### config.mk
export PLATFORM = sky130hd
export DESIGN_NAME = can_mode_seq
export DESIGN_NICKNAME = d
export VERILOG_FILES = /design/src/rtl/can_mode_seq.sv
export SDC_FILE = /design/constraint.sdc
export NUM_CORES = 1
export LEC_CHECK = 0
export ABC_AREA = 1
export BUFFER_PORTS_ARGS = -buffer_cell sky130_fd_sc_hd__buf_2
export CAP_MARGIN = 10
export CORE_AREA = 2 2 39 41
export DETAILED_ROUTE_END_ITERATION = 10
export DIE_AREA = 0 0 41 43
export GPL_ROUTABILITY_DRIVEN = 0
export PLACE_DENSITY = 0.7
export SLEW_MARGIN = 20
export SYNTH_ARGS = -nofsm -noshare
export SYNTH_HDL_FRONTEND = slang
export SYNTH_SLANG_ARGS = --single-unit
### constraint.sdc
create_clock -name clk -period 1.51 [get_ports clk]
set_input_delay 0.453 -clock clk [delete_from_list [all_inputs] [get_ports clk]]
set_output_delay 0.453 -clock clk [all_outputs]
set_load 0.02 [all_outputs]
### src/rtl/can_mode_seq.sv
module can_mode_seq (
  input  logic       clk,
  input  logic       rst_n,
  input  logic       mode_wr,
  input  logic [2:0] mode_req,
  input  logic       bus_idle,
  input  logic       txfifo_empty,
  input  logic       bus_active,
  input  logic       bus_off,
  input  logic       auto_recover,
  input  logic       host_recover,
  input  logic       wake_ie,
  input  logic       mchg_ie,
  input  logic       wake_clr,
  input  logic       mchg_clr,
  output logic [2:0] mode,
  output logic       txrx_rst,
  output logic       errcnt_hold,
  output logic       loop_sel,
  output logic       listen_only,
  output logic       low_power,
  output logic       wake_flag,
  output logic       mchg_flag,
  output logic       irq,
  output logic       recov_go
);
  localparam logic [2:0] M_NORM  = 3'b000;
  localparam logic [2:0] M_LOOP  = 3'b001;
  localparam logic [2:0] M_MON   = 3'b010;
  localparam logic [2:0] M_SLEEP = 3'b011;
  localparam logic [2:0] M_INIT  = 3'b100;

  logic       pend, pend_nxt, wake_evt;
  logic [2:0] mode_nxt, req_mode;
  logic       sleep_ok;

  assign sleep_ok = bus_idle & txfifo_empty;
  assign req_mode = mode_req[2] ? M_INIT : mode_req;

  always_comb begin
    mode_nxt = mode;
    pend_nxt = pend;
    wake_evt = 1'b0;
    if (mode_wr) begin
      if (req_mode == M_SLEEP && mode != M_SLEEP) begin
        if (sleep_ok) begin
          mode_nxt = M_SLEEP;
          pend_nxt = 1'b0;
        end else begin
          pend_nxt = 1'b1;
        end
      end else begin
        mode_nxt = req_mode;
        pend_nxt = 1'b0;
      end
    end else if (pend && sleep_ok) begin
      mode_nxt = M_SLEEP;
      pend_nxt = 1'b0;
    end else if (mode == M_SLEEP && bus_active) begin
      mode_nxt = M_NORM;
      wake_evt = 1'b1;
    end
  end

  always_ff @(posedge clk or negedge rst_n) begin
    if (!rst_n) begin
      mode      <= M_INIT;
      pend      <= 1'b0;
      txrx_rst  <= 1'b1;
      wake_flag <= 1'b0;
      mchg_flag <= 1'b0;
      recov_go  <= 1'b0;
    end else begin
      mode      <= mode_nxt;
      pend      <= pend_nxt;
      txrx_rst  <= (mode_nxt == M_INIT) && (mode != M_INIT);
      wake_flag <= wake_evt | (wake_flag & ~wake_clr);
      mchg_flag <= (mode_nxt != mode) | (mchg_flag & ~mchg_clr);
      recov_go  <= bus_off & (auto_recover | host_recover);
    end
  end

  assign errcnt_hold = (mode == M_INIT);
  assign loop_sel    = (mode == M_LOOP);
  assign listen_only = (mode == M_MON);
  assign low_power   = (mode == M_SLEEP);
  assign irq         = (wake_flag & wake_ie) | (mchg_flag & mchg_ie);

  // entry into initialization always produces the reset pulse
  a_r3_init_pulse: assert property (@(posedge clk) disable iff (!rst_n)
    (mode == M_INIT && $past(mode) != M_INIT) |-> txrx_rst);

  // mode-decoded strobes are mutually exclusive
  a_r4_excl: assert property (@(posedge clk) disable iff (!rst_n)
    $onehot0({loop_sel, listen_only, low_power, errcnt_hold}));

  // sleep entered only with idle bus and empty FIFO
  a_r5_sleep_gate: assert property (@(posedge clk) disable iff (!rst_n)
    (mode == M_SLEEP && $past(mode) != M_SLEEP) |-> $past(bus_idle && txfifo_empty));

  // bus activity in sleep wakes into normal mode with the flag
  a_r7_wake: assert property (@(posedge clk) disable iff (!rst_n)
    (mode == M_SLEEP && bus_active && !mode_wr) |=> (wake_flag && mode == M_NORM));

  // any mode change leaves the change flag set
  a_r8_mchg: assert property (@(posedge clk) disable iff (!rst_n)
    (mode != $past(mode)) |-> mchg_flag);

  // recovery request only follows bus-off
  a_r10_recov: assert property (@(posedge clk) disable iff (!rst_n)
    recov_go |-> $past(bus_off));
endmodule

# ---- After elaboration in Yosys (flattened, before gate mapping)
# Index checks and enable logic that the tools add are counted.
dict set report word_totals {
  regBits 8
  wordCells 45
  input_bits 16
}
dict set report classes {
  reduce_logical 5
  bitwise 12
  n_mux 13
  n_eq_ne 9
}
# op n
set op_table {}
lappend op_table {{3-bit two-way mux} 6}
lappend op_table {{3-bit by 2-bit equality test with 1-bit output (second input constant)} 3}
lappend op_table {{1-bit two-way mux} 7}
lappend op_table {{1-bit bitwise AND} 6}
lappend op_table {{3-bit equality test (second input constant)} 2}
lappend op_table {{1-bit logical AND} 4}
lappend op_table {{1-bit bitwise OR} 4}
lappend op_table {{3-bit by 1-bit equality test with 1-bit output (second input constant)} 1}
lappend op_table {{3-bit by 2-bit inequality test with 1-bit output (second input constant)} 1}
lappend op_table {{3-bit inequality test} 1}
lappend op_table {{3-bit inequality test (second input constant)} 1}
lappend op_table {{1-bit inverter} 2}
lappend op_table {{2-bit nonzero test} 1}

# ---- Longest topological paths before layout
# Gate-level depths: netlist of run 1.
dict set report depth {
  word_depth 7
  ltp_mapped 9
  depth_no_buf 9
}

# ---- Worst setup path before layout of run 1
# No wires, ideal clock.
dict set report synth_path {
  path_type {register to output}
  from {register mode[2]}
  to {output errcnt_hold}
  arrival_time_ns 1.204
  path_stages_with_launch 3
  path_slack_ns -0.147
  n_path_buf 0
  cell_sequence {dfstp_2 > inv_2 > nor3_1}
}
dict set report synth_via {
  elab_chain_len 1
}
# element line
set synth_lines {}
lappend synth_lines {{from (decl)} 16} ;# output logic [2:0] mode,
lappend synth_lines {{from (signal assigned)} 74} ;# mode <= mode_nxt;
lappend synth_lines {{3-bit equality test} 83} ;# assign errcnt_hold = (mode == M_INIT);
lappend synth_lines {{to (decl)} 18} ;# output logic errcnt_hold,
# Every way passes these cells.

# ---- Worst setup path after layout of run 1
# Ends and elaborated chain as after synthesis.

==> impl_results.md, run 1 <==
* Slew HR at just under 90%
* Sequential-to-total area share from yosys stat at 40.3%
* Wire length per cell at 10.1 um
* Core ar. at between 1000 and 1500 sq um
* Worst-path clk slew at about 0.070 ns
* Most common cell in the netlist: nand2_1
* Synth top area share at around 30%
* Worst Setup Start Kind: flip-flop
* Max incr delay on CP at between 0.5 and 0.6 ns
* Largest cells by area after synthesis: dfrtp_1 30%, nand2_1 15%, dfstp_2 10%, inv_1 8.2%, nand3_1 6.0%
* Setup Skew at between 0.02 and 0.025 ns
* Syn Inst Count at 72
* Minimum hold slack at 0.0160 ns
* Starting Density at 36.3%
* Max Clk Rate at 0.632 GHz
* Crit path from: mode[2]
* CP Cell Sequence: inv_4 -> nor3_4 -> buf_6
* Slew Limit Fails at 0
* Post-route setup slack at -0.0733 ns
* # IOs at 28
* Dpl hpwl at 1.03 mm
* Die ar. at roughly 1800 sq um
* Failing checks: setup timing
* Residual DRC at 0
* Nets at approximately 130
* First-pass GRT wire length at slightly below 2 mm
* Worst path arrival time at between 1 and 1.5 ns
* Worst R2R Start: mode[0]
* Final-report setup violation count at 4
* Layout cell share with drive strength beyond 1 at 45.9%
* Vias post-DR at about 570
* Post-synthesis cell type count at 18
* Maximum number of pins on one net before global-route repair at 10
* CTS Buffer Depth at 2
* Synth cell count leaders: 20 x nand2_1, 11 x inv_1, 6 x dfrtp_1, 6 x nand3_1, 6 x nor2_1
* Fill count at 140
* YS warnings at 0
* Post-synth EDFFs at 0
* Asr flop ratio synth at 100%
* Worst-case vdd ir drop at around 0.56 mV
* Max Cap Viol at 0
* ANT nets after route at 0
* Worst Path Max Fanout at 5
* Core Rows at 14
* Synth-to-layout area growth at 55.7%
* Total global routing overflow at 0
* CTS tree: built
* WS Path Type: reg -> out
* Clock power share at between 20% and 30%
* Worst skew pair latency at 0.27 ns
* Num CTS Buffers at 3
* H-tree depth at 1
* Internal at 447 uW
* Synth Area per Inst at about 7.0 sq um
* Least-Margin Pin Slew at 0.193 ns
* Sequential power share at a little under two fifths
* Die W at between 40 and 50 um
* CP max-delay cell: dfstp_2
* PortBufs at 27
* Net count after synthesis at just under 90
* Setup slack, reg-to-reg at ~0.15 ns
* GRT Overall Usage at 16.2%
* Tmin final at about 1.6 ns
* Die height at roughly 43 um
* Worst Setup End Kind: output pin
* NetSw at ~240 uW
* Via-to-Cell Ratio at approximately 4.6
* Status: complete, but fails checks
* CP required at 1.06 ns
* P_leak at 0.000452 uW
* Vias in the first global route at 530
* Commonest register cell after synthesis: dfrtp_1
* Clock sinks at 8
* Area leader, netlist: dfrtp_1
* Sw Share at roughly a third
* Pwr Density at between 800 and 900 nW/um^2
* Unrepaired setup endpoints after global routing: yes
* Logic pwr share at 35.1%
* Final hold vios at 0
* Root Driver: clkbuf_4
* Initial antenna violation count at 0
* Detailed Route WL at 1.26 mm
* Pre-antenna DRT Iters at 4
* Ant diodes at 0
* Fin crit share at 105%
* FF+latch count, synth at 8
* HP Class: in -> async
* Total chip power at approximately 700 uW
* Final core utilization at a little under three fifths
* DRT iter0 DRCs at 8
* Synth Cell Area at 503 sq um
-- state kept, by name (all words and copies together), names as in the netlist --
| signal | count |
|---|---|
| mchg_flag | 1 |
| pend | 1 |
| wake_flag | 1 |
| txrx_rst | 1 |
| recov_go | 1 |
| mode | 3 |
-- worst max-delay path, delay by kind of cell (launching register included) --
family | cells | cell delay, ns
and+or+nand+nor | 1 | 0.14
buffers and inverters | 2 | 0.20
DFF | 1 | 0.55
-- cells in the final DEF (no fill, tap or decap), types with 2 or more instances in the layout --
cell / Yosys / final
buf_2: 0 / 22
nand2_1: 20 / 20
inv_1: 11 / 10
nand3_1: 6 / 6
nor2_1: 6 / 6
buf_4: 0 / 6
inv_2: 4 / 4
dfrtp_1: 6 / 4
buf_6: 0 / 4
nand4_1: 3 / 3
o21ai_1: 3 / 3
clkbuf_4: 0 / 3
nor2_2: 2 / 2
dfrtp_2: 0 / 2
dfstp_2: 2 / 2
-- kinds of logic (layout without fill, tap and decap cells) --
group / count (synthesis) / after routing / synth area share (%)
AO/OA/AOI/OAI: 8 / 8 / 9.95
buffers and inverters: 15 / 52 / 11.2
flip-flops: 8 / 8 / 40.3
AND/OR/NAND/NOR: 41 / 41 / 38.6
-- through the flow --
stage | worst slack [ns] | TNS [ns] | instances | cell area, sq um
2_1_floorplan | 0.0402 | 0 | 72 | 513
3_3_place_gp | 0.149 | 0 | 117 | 683
3_5_place_dp | 0.134 | 0 | 117 | 683
4_1_cts | -0.0913 | -0.282 | 123 | 757
5_1_grt | -0.113 | -0.373 | 125 | 783
6_report | -0.0733 | -0.215 | 125 | 783
-- metal layers --
layer	up-vias	GRT usage, %	wire, um
met5	-	0	0
li1	304	-	-
met1	256	18.3	523
met2	14	27.2	663
met3	0	7.85	76
met4	0	2.00	0
-- final timing paths --
kind | endpoint | cells after the start
setup / recovery | errcnt_hold | 3
hold / removal | wake_flag | 1
setup reg to reg | mchg_flag | 10
hold reg to reg | pend | 2
max in group asynchronous | txrx_rst | 1
min in group clk | wake_flag | 2
-- layout make-up --
cell class,count,area (sq um),area share (%)
clock buffers,4,26.3,3.35
inverters,15,58.8,7.51
multi-input cells,49,260,33.2
flip-flops and latches,8,205,26.2
well taps,16,20.0,2.56
repair buffers,33,213,27.2
-- power groups by stage --
stage	clock network (uW)	logic, uW	registers, uW
after floorplan	0	97.7	289
after global placement	0	200	264
after detailed placement	0	203	264
after CTS	193	228	263
after global routing	198	264	265
final	183	241	262
-- repair_timing --
action | CTS | global route
buffers inserted | 2 | 2
gates resized for setup | 12 | 2
pin swaps | 0 | 0
hold buffers | 0 | 0
endpoints found under the hold margin | 0 | 0
setup endpoints to repair | 5 | 6
Power figures use the tool's default switching activity.
==> run 2, diff against run 1 <==
PLACE_DENSITY = 0.72   (was 0.7)
==> run 2 against run 1 <==
Compared with the run above:
- clock skew fell by 0.011 ns
- critical path type unchanged
- global-route usage rose by 1.1 points
- combinational power fell by 5%
- highest routed layer is now met4
- flip-flop and latch count did not move
- clock-buffer cell count did not move
- setup slack got worse by 0.032 ns
- the flow still finishes with violations (setup timing)
- fmax fell by 2.0%
==> impl_results.md, run 2 (synthesized netlist as in run 1, its figures left out) <==
* Starting Density at 36.3% (unchanged)
* Clock sinks at 8 (unchanged)
* Hold_buf cts at 0 (unchanged)
* Die height at 43 um (unchanged)
* Dpl hpwl at 1.00 mm (was 1.03 mm)
* Worst Setup End Kind: output pin (unchanged)
* Residual DRC at 0 (unchanged)
* R2r endpoint: mchg_flag (unchanged)
* Multi-input gate area at 263 sq um (was 260 sq um)
* Setup slack, reg-to-reg at 0.13 ns (was 0.15 ns)
* Final hold vios at 0 (unchanged)
* Least-Margin Pin Slew at 0.215 ns (was 0.193 ns)
* Initial antenna violation count at 0 (unchanged)
* PortBufs at 27 (unchanged)
* Max Cap Viol at 0 (unchanged)
* Pwr Density at 893 nW/um^2 (was 876 nW/um^2)
* ANT nets after route at 0 (unchanged)
* Reg area at 205 sq um (unchanged)
* Worst-case vdd ir drop at 0.516 mV (was 0.557 mV)
* Detailed Route WL at 1.32 mm (was 1.26 mm)
* Setup Skew at 0.00995 ns (was 0.0207 ns)
* Unrepaired setup endpoints after global routing: yes (unchanged)
* Root Driver: clkbuf_4 (unchanged)
* Worst path arrival time at 1.16 ns (was 1.13 ns)
* # IOs at 28 (unchanged)
* First-pass GRT wire length at 2.08 mm (was 1.94 mm)
* CP required at 1.06 ns (about the same)
* DRT iter0 DRCs at 3 (was 8)
* Via-to-Cell Ratio at 4.88 (was 4.59)
* Final non-filler cell total at 124 (was 125)
* Core ar. at 1380 sq um (unchanged)
* Fill count at 138 (was 140)
* Final core utilization at 55.3% (was 56.6%)
* GRT Overall Usage at 17.3% (was 16.2%)
* WS Path Type: reg -> out (unchanged)
* Total global routing overflow at 0 (unchanged)
* Failing checks: setup timing (unchanged)
* Worst r2r path cells at 10 (unchanged)
* Crit path from: mode[2] (unchanged)
* End of the critical path: errcnt_hold (unchanged)
* H-tree depth at 1 (unchanged)
* Core Rows at 14 (unchanged)
* CTS Buffer Depth at 2 (unchanged)
* Worst-path clk slew at 0.06 ns (was 0.07 ns)
* Status: complete, but fails checks (unchanged)
* Worst Path Max Fanout at 5 (unchanged)
* Wire length per cell at 10.6 um (was 10.1 um)
* Num CTS Buffers at 3 (unchanged)
* Commonest non-fill, non-tap cell in the layout: buf_2 (unchanged)
* Worst skew pair latency at 0.27 ns (about the same)
* Worst Setup Start Kind: flip-flop (unchanged)
* Vias in the first global route at 554 (was 530)
* Reg with most FFs: mode (unchanged)
* Pre-antenna DRT Iters at 4 (unchanged)
* Die W at 41 um (unchanged)
* Post-route setup slack at -0.106 ns (was -0.0733 ns)
* Nets at 125 (was 126)
* Dpl cells at 116 (was 117)
* Vias post-DR at 605 (was 574)
* Die ar. at 1760 sq um (unchanged)
* Final-report setup violation count at 5 (was 4)
* CTS tree: built (unchanged)
* Worst R2R Start: mode[2] (was mode[0])
* HP Class: in -> async (unchanged)
* Maximum number of pins on one net before global-route repair at 10 (unchanged)
* Slew Limit Fails at 0 (unchanged)
* Fin crit share at 107% (was 105%)
* Ant diodes at 0 (unchanged)
* Commonest non-fill, non-tap cells in the layout: 22 x buf_2, 19 x nand2_1, 9 x inv_1, 8 x buf_4 (was 22 x buf_2, 20 x nand2_1, 10 x inv_1)
* Layout cell share with drive strength beyond 1 at 48.1% (was 45.9%)
* Slew HR at 85.6% (was 87.1%)
* Tmin final at 1.62 ns (was 1.58 ns)
* Worst slack, placed at 0.130 ns (was 0.134 ns)
* Setup_tns at -0.326 ns (was -0.215 ns)
* Synth-to-layout area growth at 52.2% (was 55.7%)
* Max reg flops at 3 (unchanged)
* P_leak at 0.000435 uW (was 0.000452 uW)
* Max Clk Rate at 0.619 GHz (was 0.632 GHz)
==> run 2: cell count changes in the layout (fill, tap and decap cells not counted), sizes merged <==
cell	previous run	this run
dlymetal6s2s	1	0
==> run 2: power by group <==
group          internal, uW  switching (uW)
Clock                   102            86.2
Combinational          96.3             132
Sequential              239            28.0
Total                   437             247
==> run 2: worst min path at each step <==
stage               start         to  slack (ns)  depth (start not counted)
CTS                 rst_n       pend        0.01                          1
finish              rst_n       pend        0.01                          1
floorplan           rst_n  mchg_flag        0.16                          0
global route        rst_n       pend        0.03                          1
global placement    rst_n       pend        0.30                          1
detailed placement  rst_n  wake_flag        0.31                          1
==> run 2: routing by layer <==
layer,vias up,track usage (%),wire length [um]
li1,303,-,-
met1,279,20.1,541
met2,19,27.8,671
met3,4,4.71,81
met4,0,8.00,25
met5,-,0,0
==> run 2: stage by stage <==
| step | instance area (sq um) | total power (uW) | hold slack, ns |
|---|---|---|---|
| after floorplan | 513 | 386 | 0.157 |
| after global placement | 676 | 460 | 0.302 |
| after detailed placement | 676 | 463 | 0.307 |
| after CTS | 738 | 673 | 0.0148 |
| after global routing | 766 | 723 | 0.0267 |
| final | 766 | 684 | 0.0134 |
==> run 2: layout make-up <==
| cell class | count | share of cell area, % |
|---|---|---|
| clock buffers | 4 | 3.43 |
| inverters | 15 | 7.68 |
| flip-flops and latches | 8 | 26.8 |
| repair buffers | 32 | 25.2 |
| multi-input cells | 49 | 34.3 |
| well taps | 16 | 2.61 |
==> run 2: what timing repair did <==
item / in CTS / in global routing
buffers inserted: 1 / 3
endpoints found under the setup margin: 5 / 6
gates resized for setup: 11 / 3
pin swaps: 0 / 0
==> run 2: worst max-delay path, stage by stage, from the launching register on <==
cell     delay [ns]
dfstp_2        0.55
inv_4          0.06
nor3_4         0.14
buf_6          0.15
==> run 3, diff against run 2 <==
ABC_AREA = not set   (was 1)
PLACE_DENSITY = 0.7   (was 0.72)
==> run 3 against run 2 <==
Compared with the run above:
- the run still ends with setup timing left
- flip-flop and latch count unchanged
- final cell count fell by 18%
- clock power decreased by 11%
- utilization is 1.1 points lower
- critical path type unchanged
- critical endpoint is now low_power
- largest power group unchanged
- highest routed layer is now met3
==> impl_results.md, run 3 <==
* Synth top area share at 31.0% (was 29.9%)
* Total chip power at 650 uW (was 684 uW)
* CTS Buffer Depth at 2 (unchanged)
* Worst path arrival time at 1.17 ns (was 1.16 ns)
* Status: complete, but fails checks (unchanged)
* Commonest non-fill, non-tap cells in the layout: 25 x buf_2, 7 x buf_4, 6 x nand2_1, 5 x a21oi_1 (was 22 x buf_2, 19 x nand2_1, 9 x inv_1, 8 x buf_4)
* Die height at 43 um (unchanged)
* GRT Overall Usage at 15.3% (was 17.3%)
* Detailed Route WL at 1.19 mm (was 1.32 mm)
* FF+latch count, synth at 8 (unchanged)
* Hold_buf cts at 0 (unchanged)
* Synth Area per Inst at 9.88 sq um (was 6.99 sq um)
* Initial antenna violation count at 0 (unchanged)
* Syn Inst Count at 49 (was 72)
* CP required at 1.06 ns (about the same)
* Worst Setup End Kind: output pin (unchanged)
* H-tree depth at 1 (unchanged)
* Synth Cell Area at 484 sq um (was 503 sq um)
* Reg with most FFs: mode (unchanged)
* Die W at 41 um (unchanged)
* # IOs at 28 (unchanged)
* Least-Margin Pin Slew at 0.314 ns (was 0.215 ns)
* Fin crit share at 107% (about the same)
* Worst-path clk slew at 0.05 ns (was 0.06 ns)
* Layout cell share with drive strength beyond 1 at 59.3% (was 48.1%)
* Setup Skew at 0.00530 ns (was 0.00995 ns)
* Tmin final at 1.62 ns (about the same)
* Post-synthesis cell type count at 27 (was 18)
* Pre-antenna DRT Iters at 4 (unchanged)
* Largest cells by area after synthesis: dfrtp_1 31%, dfstp_2 11%, a21oi_1 5.2%, nand4b_4 4.9%, nand2_1 4.7% (was dfrtp_1 30%, nand2_1 15%, dfstp_2 10%, inv_1 8.2%, nand3_1 6.0%)
* Sequential power share at 41.0% (was 39.0%)
* YS warnings at 0 (unchanged)
* Minimum hold slack at 0.0317 ns (was 0.0134 ns)
* Max Clk Rate at 0.617 GHz (was 0.619 GHz)
* Nets at 103 (was 125)
* Net count after synthesis at 65 (was 88)
* Final hold vios at 0 (unchanged)
* Worst Setup Start Kind: flip-flop (unchanged)
* Logic pwr share at 33.1% (was 33.5%)
* Vias in the first global route at 459 (was 554)
* Vias post-DR at 531 (was 605)
* Unrepaired setup endpoints after global routing: yes (unchanged)
* Sequential-to-total area share from yosys stat at 41.9% (was 40.3%)
* DRT iter0 DRCs at 12 (was 3)
* Setup_tns at -0.507 ns (was -0.326 ns)
* Area leader, netlist: dfrtp_1 (unchanged)
* Slew HR at 78.9% (was 85.6%)
* Commonest register cell after synthesis: dfrtp_1 (unchanged)
* Ant diodes at 0 (unchanged)
* Failing checks: setup timing (unchanged)
* Clock power share at 25.9% (was 27.5%)
* WS Path Type: reg -> out (unchanged)
* Worst Path Max Fanout at 4 (was 5)
* Via-to-Cell Ratio at 5.21 (was 4.88)
* Commonest non-fill, non-tap cell in the layout: buf_2 (unchanged)
* Num CTS Buffers at 3 (unchanged)
* PortBufs at 27 (unchanged)
* Dpl hpwl at 901 um (was 1.00 mm)
* Worst skew pair latency at 0.25 ns (was 0.27 ns)
* CTS tree: built (unchanged)
* Clock sinks at 8 (unchanged)
* Core Rows at 14 (unchanged)
* Final-report setup violation count at 6 (was 5)
* Post-route setup slack at -0.110 ns (was -0.106 ns)
* HP Class: in -> async (unchanged)
* Pwr Density at 865 nW/um^2 (was 893 nW/um^2)
* Total global routing overflow at 0 (unchanged)
* Sw Share at 32.3% (was 36.1%)
* Max Cap Viol at 0 (unchanged)
* Starting Density at 35.0% (was 36.3%)
* Maximum number of pins on one net before global-route repair at 10 (unchanged)
* Worst-case vdd ir drop at 0.599 mV (was 0.516 mV)
* Slew Limit Fails at 0 (unchanged)
* Asr flop ratio synth at 100% (unchanged)
* Post-synth EDFFs at 0 (unchanged)
* Synth-to-layout area growth at 55.0% (was 52.2%)
* Root Driver: clkbuf_4 (unchanged)
* Residual DRC at 0 (unchanged)
* Worst slack, placed at 0.0213 ns (was 0.130 ns)
* Internal at 440 uW (was 437 uW)
* First-pass GRT wire length at 1.83 mm (was 2.08 mm)
* NetSw at 210 uW (was 247 uW)
* ANT nets after route at 0 (unchanged)
* Wire length per cell at 11.7 um (was 10.6 um)
* P_leak at 0.000403 uW (was 0.000435 uW)
* Max reg flops at 3 (unchanged)
* Core ar. at 1380 sq um (unchanged)
* Synth cell count leaders: 6 x dfrtp_1, 6 x nand2_1, 5 x a21oi_1, 5 x inv_1 (was 20 x nand2_1, 11 x inv_1, 6 x dfrtp_1, 6 x nand3_1, 6 x nor2_1)
* Die ar. at 1760 sq um (unchanged)
[run 3: changes by cell type after synthesis, moves of 4 or more]
cell	delta
a21oi_1	+4
nor2_1	-5
nand3_1	-5
inv_2	-4
inv_1	-6
nand2_1	-14
[run 3: final timing paths]
path                        endpoint  slack, ns  startpoint  cells past startpoint
min in group clk           wake_flag       0.38    wake_clr                      2
min reg2reg                     pend       0.54        pend                      2
max in group asynchronous    mode[2]       1.24       rst_n                      1
max                        low_power      -0.11     mode[2]                      2
max reg2reg                 txrx_rst      -0.08     mode[2]                      5
min                             pend       0.03       rst_n                      1
[run 3: stage by stage]
| step | util [%] | instances | instance area (sq um) |
|---|---|---|---|
| after detailed placement | 49.4 | 96 | 683 |
| after CTS | 53.0 | 102 | 733 |
| after global routing | 54.2 | 102 | 751 |
| after floorplan | - | 49 | 495 |
| after global placement | 49.4 | 96 | 683 |
| final | 54.2 | 102 | 751 |
[run 3: worst max-delay path, stage by stage, from the launching register on]
cell and delay [ns]:
dfstp_2 0.56, and3b_2 0.23, buf_6 0.13
[run 3: routing by layer]
| metal | global-route usage (%) | wire length (um) | vias to the layer above |
|---|---|---|---|
| met5 | 0 | 0 | - |
| met4 | 6.00 | 0 | 0 |
| met3 | 7.85 | 134 | 0 |
| met2 | 21.9 | 612 | 27 |
| met1 | 18.7 | 445 | 248 |
| li1 | - | - | 256 |
[run 3: logic make-up after synthesis]
group | after synthesis | synth area share [%]
AO/OA/AOI/OAI | 18 | 28.9
AND/OR/NAND/NOR | 17 | 24.3
flip-flops | 8 | 41.9
buffers and inverters | 6 | 4.91
[run 3: layout make-up]
| type | instances | area, sq um |
|---|---|---|
| fill | 122 | 633 |
| multi-input combinational | 35 | 280 |
| sequential | 8 | 205 |
| timing repair buffer | 34 | 200 |
| clock buffer | 4 | 26.3 |
| tap | 16 | 20.0 |
| inverter | 5 | 18.8 |
[run 3: timing repair]
item,4_1_cts,5_1_grt
pin swaps,1,0
endpoints found under the setup margin,5,8
buffers inserted,2,0
gates resized for setup,4,5
[run 3: power groups by stage]
| stage | sequential [uW] | clock, uW | combinational (uW) |
|---|---|---|---|
| after detailed placement | 264 | 0 | 198 |
| after CTS | 261 | 177 | 210 |
| final | 266 | 168 | 215 |
| after global placement | 264 | 0 | 196 |
| after global routing | 270 | 196 | 236 |
| after floorplan | 288 | 0 | 92.5 |
